File: config.mk
export PLATFORM = sky130hd
export DESIGN_NAME = cmg_grouper
export DESIGN_NICKNAME = d
export VERILOG_FILES = /design/src/rtl/cmg_pkg.sv /design/src/rtl/cmg_uop_former.sv /design/src/rtl/cmg_group_scan.sv /design/src/rtl/cmg_line_seq.sv /design/src/rtl/cmg_grouper.sv
export SDC_FILE = /design/constraint.sdc
export NUM_CORES = 1
export LEC_CHECK = 0
export ABC_AREA = 1
export ABC_CLOCK_PERIOD_IN_PS = 3980
export BUFFER_PORTS_ARGS = -buffer_cell sky130_fd_sc_hd__buf_4
export CAP_MARGIN = 0
export CORE_ASPECT_RATIO = 1.1
export CORE_MARGIN = 3
export CORE_UTILIZATION = 58
export DETAILED_ROUTE_END_ITERATION = 16
export HOLD_SLACK_MARGIN = 0.1
export PLACE_DENSITY = 0.83
export SYNTH_ARGS = -nofsm -noshare
export SYNTH_HDL_FRONTEND = slang
export SYNTH_HIERARCHICAL = 1
export SYNTH_SLANG_ARGS = --single-unit
File: constraint.sdc
create_clock -name clk -period 3.98 [get_ports clk]
set_clock_uncertainty 0.1 [all_clocks]
set_input_delay 0.597 -clock clk [delete_from_list [all_inputs] [get_ports clk]]
set_output_delay 0.597 -clock clk [all_outputs]
set_load 0.05 [all_outputs]
File: src/rtl/cmg_pkg.sv
package cmg_pkg;
  typedef enum logic [1:0] {
    UK_PLAIN  = 2'd0,
    UK_FIRST  = 2'd1,
    UK_SECOND = 2'd2
  } uop_kind_e;
endpackage

File: src/rtl/cmg_uop_former.sv
// Rewrites one lane into its primary micro-op (plain or first part) and
// the operands of its second part.
module cmg_uop_former #(
  parameter int REG_W = 5
) (
  input  logic             is_cmov,
  input  logic [REG_W-1:0] ra,
  input  logic [REG_W-1:0] rb,
  input  logic [REG_W-1:0] rc,
  output logic [1:0]       prim_kind,
  output logic [REG_W-1:0] prim_a,
  output logic [REG_W-1:0] prim_b,
  output logic [REG_W-1:0] prim_d,
  output logic             prim_mark,
  output logic [REG_W-1:0] sec_a,
  output logic [REG_W-1:0] sec_b,
  output logic [REG_W-1:0] sec_d
);
  import cmg_pkg::*;

  always_comb begin
    prim_a = ra;
    prim_d = rc;
    if (is_cmov) begin
      prim_kind = UK_FIRST;
      prim_b    = rc;   // old mapping of the destination
      prim_mark = 1'b1;
    end else begin
      prim_kind = UK_PLAIN;
      prim_b    = rb;
      prim_mark = 1'b0;
    end
    // second part reads the freshly written destination and source B
    sec_a = rc;
    sec_b = rb;
    sec_d = rc;
  end
endmodule

File: src/rtl/cmg_group_scan.sv
// Builds the current rename group from the held line, the lane cursor and
// the pending-second-part flag.
module cmg_group_scan #(
  parameter int LANES = 4,
  parameter int REG_W = 5,
  parameter int POS_W = 3
) (
  input  logic [LANES-1:0]       lane_valid,
  input  logic [LANES-1:0]       lane_cmov,
  input  logic [LANES*REG_W-1:0] lane_a,
  input  logic [LANES*REG_W-1:0] lane_b,
  input  logic [LANES*REG_W-1:0] lane_c,
  input  logic [POS_W-1:0]       pos,
  input  logic                   pend,
  output logic [LANES-1:0]       slot_valid,
  output logic [2*LANES-1:0]     slot_kind,
  output logic [LANES*REG_W-1:0] slot_a,
  output logic [LANES*REG_W-1:0] slot_b,
  output logic [LANES*REG_W-1:0] slot_d,
  output logic [LANES-1:0]       slot_mark,
  output logic                   grp_last,
  output logic [POS_W-1:0]       nxt_pos,
  output logic                   nxt_pend
);
  import cmg_pkg::*;
  localparam int IDX_W = (LANES > 1) ? $clog2(LANES) : 1;

  logic [1:0]       pk [LANES];
  logic [REG_W-1:0] pa [LANES];
  logic [REG_W-1:0] pb [LANES];
  logic [REG_W-1:0] pd [LANES];
  logic             pm [LANES];
  logic [REG_W-1:0] sa [LANES];
  logic [REG_W-1:0] sb [LANES];
  logic [REG_W-1:0] sd [LANES];

  for (genvar j = 0; j < LANES; j++) begin : g_lane
    cmg_uop_former #(.REG_W(REG_W)) u_former (
      .is_cmov  (lane_cmov[j]),
      .ra       (lane_a[j*REG_W +: REG_W]),
      .rb       (lane_b[j*REG_W +: REG_W]),
      .rc       (lane_c[j*REG_W +: REG_W]),
      .prim_kind(pk[j]),
      .prim_a   (pa[j]),
      .prim_b   (pb[j]),
      .prim_d   (pd[j]),
      .prim_mark(pm[j]),
      .sec_a    (sa[j]),
      .sec_b    (sb[j]),
      .sec_d    (sd[j])
    );
  end

  logic             take [LANES];
  logic [IDX_W-1:0] dest [LANES];
  logic [IDX_W:0]   fill;
  logic             stop;

  // lane selection: walk from the cursor, close after a first part
  always_comb begin
    fill     = pend ? (IDX_W+1)'(1) : '0;
    stop     = 1'b0;
    nxt_pos  = POS_W'(LANES);
    nxt_pend = 1'b0;
    for (int j = 0; j < LANES; j++) begin
      take[j] = 1'b0;
      dest[j] = '0;
      if (!stop && (POS_W'(j) >= pos) && lane_valid[j]) begin
        take[j] = 1'b1;
        dest[j] = fill[IDX_W-1:0];
        fill    = fill + (IDX_W+1)'(1);
        if (lane_cmov[j]) begin
          stop     = 1'b1;
          nxt_pos  = POS_W'(j + 1);
          nxt_pend = 1'b1;
        end
      end
    end
    grp_last = !stop;
  end

  // slot steering
  always_comb begin
    slot_valid = '0;
    slot_kind  = '0;
    slot_a     = '0;
    slot_b     = '0;
    slot_d     = '0;
    slot_mark  = '0;
    if (pend) begin
      for (int j = 0; j < LANES; j++) begin
        if (POS_W'(j + 1) == pos) begin
          slot_valid[0]       = 1'b1;
          slot_kind[1:0]      = UK_SECOND;
          slot_a[REG_W-1:0]   = sa[j];
          slot_b[REG_W-1:0]   = sb[j];
          slot_d[REG_W-1:0]   = sd[j];
        end
      end
    end
    for (int s = 0; s < LANES; s++) begin
      for (int j = 0; j < LANES; j++) begin
        if (take[j] && dest[j] == IDX_W'(s)) begin
          slot_valid[s]            = 1'b1;
          slot_kind[2*s +: 2]      = pk[j];
          slot_a[s*REG_W +: REG_W] = pa[j];
          slot_b[s*REG_W +: REG_W] = pb[j];
          slot_d[s*REG_W +: REG_W] = pd[j];
          slot_mark[s]             = pm[j];
        end
      end
    end
  end
endmodule

File: src/rtl/cmg_line_seq.sv
// Holds the accepted line and walks the lane cursor group by group.
module cmg_line_seq #(
  parameter int LANES = 4,
  parameter int REG_W = 5,
  parameter int POS_W = 3
) (
  input  logic                   clk,
  input  logic                   rst_n,
  input  logic                   in_valid,
  output logic                   in_ready,
  input  logic [LANES-1:0]       in_lane_valid,
  input  logic [LANES-1:0]       in_is_cmov,
  input  logic [LANES*REG_W-1:0] in_src_a,
  input  logic [LANES*REG_W-1:0] in_src_b,
  input  logic [LANES*REG_W-1:0] in_dst,
  output logic                   out_valid,
  input  logic                   out_ready,
  input  logic                   grp_last,
  input  logic [POS_W-1:0]       nxt_pos,
  input  logic                   nxt_pend,
  output logic [LANES-1:0]       line_valid,
  output logic [LANES-1:0]       line_cmov,
  output logic [LANES*REG_W-1:0] line_a,
  output logic [LANES*REG_W-1:0] line_b,
  output logic [LANES*REG_W-1:0] line_c,
  output logic [POS_W-1:0]       pos,
  output logic                   pend
);
  logic busy;

  always_ff @(posedge clk) begin
    if (!rst_n) begin
      busy       <= 1'b0;
      pos        <= '0;
      pend       <= 1'b0;
      line_valid <= '0;
      line_cmov  <= '0;
      line_a     <= '0;
      line_b     <= '0;
      line_c     <= '0;
    end else if (!busy) begin
      if (in_valid) begin
        busy       <= 1'b1;
        pos        <= '0;
        pend       <= 1'b0;
        line_valid <= in_lane_valid;
        line_cmov  <= in_is_cmov;
        line_a     <= in_src_a;
        line_b     <= in_src_b;
        line_c     <= in_dst;
      end
    end else if (out_ready) begin
      if (grp_last) begin
        busy <= 1'b0;
        pos  <= '0;
        pend <= 1'b0;
      end else begin
        pos  <= nxt_pos;
        pend <= nxt_pend;
      end
    end
  end

  assign in_ready  = !busy;
  assign out_valid = busy;
endmodule

File: src/rtl/cmg_grouper.sv
module cmg_grouper #(
  parameter int LANES = 4,
  parameter int REG_W = 5
) (
  input  logic                   clk,
  input  logic                   rst_n,
  input  logic                   in_valid,
  output logic                   in_ready,
  input  logic [LANES-1:0]       in_lane_valid,
  input  logic [LANES-1:0]       in_is_cmov,
  input  logic [LANES*REG_W-1:0] in_src_a,
  input  logic [LANES*REG_W-1:0] in_src_b,
  input  logic [LANES*REG_W-1:0] in_dst,
  output logic                   out_valid,
  input  logic                   out_ready,
  output logic [LANES-1:0]       out_slot_valid,
  output logic [2*LANES-1:0]     out_kind,
  output logic [LANES*REG_W-1:0] out_src_a,
  output logic [LANES*REG_W-1:0] out_src_b,
  output logic [LANES*REG_W-1:0] out_dst,
  output logic [LANES-1:0]       out_b_old_dst,
  output logic                   out_last
);
  localparam int POS_W = $clog2(LANES + 1);

  logic [LANES-1:0]       line_valid;
  logic [LANES-1:0]       line_cmov;
  logic [LANES*REG_W-1:0] line_a;
  logic [LANES*REG_W-1:0] line_b;
  logic [LANES*REG_W-1:0] line_c;
  logic [POS_W-1:0]       pos;
  logic                   pend;
  logic [POS_W-1:0]       nxt_pos;
  logic                   nxt_pend;
  logic                   grp_last;

  cmg_line_seq #(.LANES(LANES), .REG_W(REG_W), .POS_W(POS_W)) u_seq (
    .clk          (clk),
    .rst_n        (rst_n),
    .in_valid     (in_valid),
    .in_ready     (in_ready),
    .in_lane_valid(in_lane_valid),
    .in_is_cmov   (in_is_cmov),
    .in_src_a     (in_src_a),
    .in_src_b     (in_src_b),
    .in_dst       (in_dst),
    .out_valid    (out_valid),
    .out_ready    (out_ready),
    .grp_last     (grp_last),
    .nxt_pos      (nxt_pos),
    .nxt_pend     (nxt_pend),
    .line_valid   (line_valid),
    .line_cmov    (line_cmov),
    .line_a       (line_a),
    .line_b       (line_b),
    .line_c       (line_c),
    .pos          (pos),
    .pend         (pend)
  );

  cmg_group_scan #(.LANES(LANES), .REG_W(REG_W), .POS_W(POS_W)) u_scan (
    .lane_valid(line_valid),
    .lane_cmov (line_cmov),
    .lane_a    (line_a),
    .lane_b    (line_b),
    .lane_c    (line_c),
    .pos       (pos),
    .pend      (pend),
    .slot_valid(out_slot_valid),
    .slot_kind (out_kind),
    .slot_a    (out_src_a),
    .slot_b    (out_src_b),
    .slot_d    (out_dst),
    .slot_mark (out_b_old_dst),
    .grp_last  (grp_last),
    .nxt_pos   (nxt_pos),
    .nxt_pend  (nxt_pend)
  );

  assign out_last = grp_last;
endmodule

==> impl_metrics.tcl <==
set metrics [dict create \
    status "finished, final reports clean" \
    synth_top_area_cell "nand2_1" \
    grtUsageMet2 0.492 \
    slowest_delay_ns 0.50 \
    dpl_worst_slack_ns 0.498 \
    power_density_mw_per_mm2 302 \
    via_count 8933 \
    async_flop_share 0 \
    slowest_stage "fa_1" \
    timing.hold.ws_ns 0.388 \
    post_dp_cell_area_sq_mm 0.00825 \
    synth_area_sq_mm 0.00801 \
    busiest_layer "met2" \
    avgSynthCellArea_sq_um 5.48 \
    vias_per_cell 5.46 \
    ir_drop_uv 271 \
    cts_root_buffer "clkbuf_16" \
    yosysWarnings 6 \
    rr_endpoint "u_seq/pos[1]" \
    final_util 0.644 \
    yosysMostFrequentCell "nand2_1" \
    dpl.hpwl_um 18500 \
    syn_inst 1461 \
    fill_cells 1336 \
    ys_seq_elements 73 \
    synthFlopType "dfxtp_1" \
    first_iter_violations 1050 \
    required_ns 3.28 \
    cts.sinks 73 \
    finalWorstPathRequiredPeriod_ns 3.77 \
    grt_use_total 0.314 \
    cap_violations 0 \
    power_leakage_nw 4.79 \
    wirelength_um 24500 \
    r2r_start "u_seq/pos[0]" \
    syn_to_final_growth_pct 7.64 \
    firstDrtPassIters 7 \
    numCtsBuffers 9 \
    hold_start "u_seq/line_valid[2]" \
    start_util 0.598 \
    r2r_slack_ns 1.91 \
    die_h_um 129 \
    rows 44 \
    whs_endpoint "u_seq/line_valid[2]" \
    gp_congestion 0.953 \
    io_pins 151 \
    grt_max_degree 74 \
    die_w_um 118 \
    worst_pin_slew_ns 0.997 \
    arrival_ns 3.07 \
    htreeDepth 3 \
    whs_path_depth 2 \
    cts_resized 0 \
    worstPathCellList "nor2_4 -> nand2_2 -> inv_2 -> nand2_4 -> fa_1 -> inv_1 -> ha_1 -> nor2_4 -> buf_12 -> nand2_4 -> nand2_1 -> nand2_1 -> buf_4" \
    nets 1525 \
    grt_overflow 0 \
    syn-num-nets 1540 \
    met3_usage 0.0629 \
    maxSlewHeadroom 0.333 \
    core_area_sq_mm 0.0134 \
    grt_pass1_wl_um 39600 \
    min_path_type "register to register" \
    cts_buffer_depth 2 \
    hold_violations 0 \
    drc 0 \
    path_clk_slew_ns 0.06 \
    synth_cell_types 29 \
    start_kind "register" \
    setup_violations 0 \
    rsz0062_at_grt "no" \
    clock_latency_ns 0.34 \
    synth_common_cells "nand2_1, nor2_1, nand3_1" \
    r2r_cells 9 \
    tns_ns 0 \
    first_global_vias 7686 \
    synth_edf_count 0 \
    wire_per_inst_um 15.0 \
    port_buffers 148 \
    fmax_ghz 0.265 \
    worst_slack_ns 0.213 \
    hold_buffers 0 \
    antenna_found_initial 0 \
    cp_max_fo 27 \
    path_class "register to output pin" \
    ys_seq_area_frac 0.183 \
    netlist.area_leader.share 0.259 \
    grt_use_met1 0.428 \
    drtAntennaViolNets 0 \
    drive_gt1_frac 0.172 \
    cts_tree "done" \
    post_cts_buffers 0 \
    critPathCaptureType "output pin" \
    report.final.slew_viol_count 0 \
    dieArea_sq_mm 0.0153 \
    post-route-period-util 0.947 \
    synth_area_leaders "nand2_1, dfxtp_1, buf_4, nand3_1, nor2_1" \
    antenna_cells 0 \
    final_area_sq_mm 0.00862 \
]
==> layout make-up <==
cell class | count | area [sq um] | area share
clock buffers | 9 | 225 | 0.0261
clock inverters | 7 | 82.6 | 0.00958
inverters | 106 | 402 | 0.0466
multi-input cells | 1079 | 4860 | 0.563
flip-flops and latches | 73 | 1460 | 0.170
well taps | 184 | 230 | 0.0267
repair buffers | 177 | 1360 | 0.158
==> power by group <==
group | internal (W) | leakage (nW) | switching (W)
clock | 0.000496 | 0.145 | 0.000347
combinational | 0.000260 | 4.04 | 0.000601
sequential | 0.000791 | 0.604 | 0.000104
==> worst max-delay path, delay by kind of cell (launching register included) <==
kind | cells | cell delay, ns
buffers and inverters | 4 | 0.56
adder cells (fa/ha/maj) | 2 | 0.84
AND/OR/NAND/NOR | 7 | 0.94
flip-flops | 1 | 0.37
==> cells by family after synthesis <==
group	after synthesis	synth area share
AOI/OAI and AO/OA	95	0.0616
adders and majority gates	7	0.0119
buffers and inverters	309	0.217
DFF	73	0.183
other	4	0.00187
and+or+nand+nor	973	0.526
==> routing by layer <==
| layer | up-vias | share of wire |
|---|---|---|
| met3 | 59 | 0.10 |
| li1 | 4462 | - |
| met2 | 474 | 0.44 |
| met1 | 3938 | 0.42 |
| met4 | 0 | 0.031 |
| met5 | - | 0 |
==> flip-flops by register name, summed over array words and instances (netlist names) <==
name	flops
u_seq/pos	3
u_seq/line_a	20
u_seq/line_c	20
u_seq/line_valid	4
u_seq/line_cmov	4
u_seq/line_b	20
u_seq/out_valid	1
u_seq/pend	1
==> per-stage QoR <==
stage          total power [W]  instances
2_1_floorplan          0.00159       1461
3_3_place_gp           0.00173       1619
3_5_place_dp           0.00174       1619
4_1_cts                0.00258       1635
5_1_grt                0.00273       1635
6_report               0.00260       1635
==> worst max-delay path by stage <==
stage / startpoint / cells after the start / slack [ns] / end
2_1_floorplan: u_seq/pos[1] / 12 / 0.32 / out_dst[16]
6_report: u_seq/pos[1] / 13 / 0.21 / out_src_b[1]
3_3_place_gp: u_seq/pos[1] / 14 / 0.53 / out_dst[7]
4_1_cts: u_seq/pos[1] / 13 / 0.13 / out_dst[5]
5_1_grt: u_seq/pos[1] / 13 / 0.005 / out_src_b[3]
3_5_place_dp: u_seq/pos[1] / 13 / 0.50 / out_dst[5]
==> cell usage in the layout, fill, tap and decap left out, drive strengths merged <==
master	synthesis	layout
nand2	562	562
nor2	187	187
buf	169	177
nand3	143	143
inv	104	108
o21ai	89	89
nand4	79	79
dfxtp	73	73
clkbuf	34	9
ha	6	6
a21oi	5	5
conb	4	4
clkinvlp	0	3
bufinv	0	1
nand3b	1	1
clkinv	2	1
a21boi	1	1
or2	1	1
fa	1	1
(Power assumes the default switching activity.)
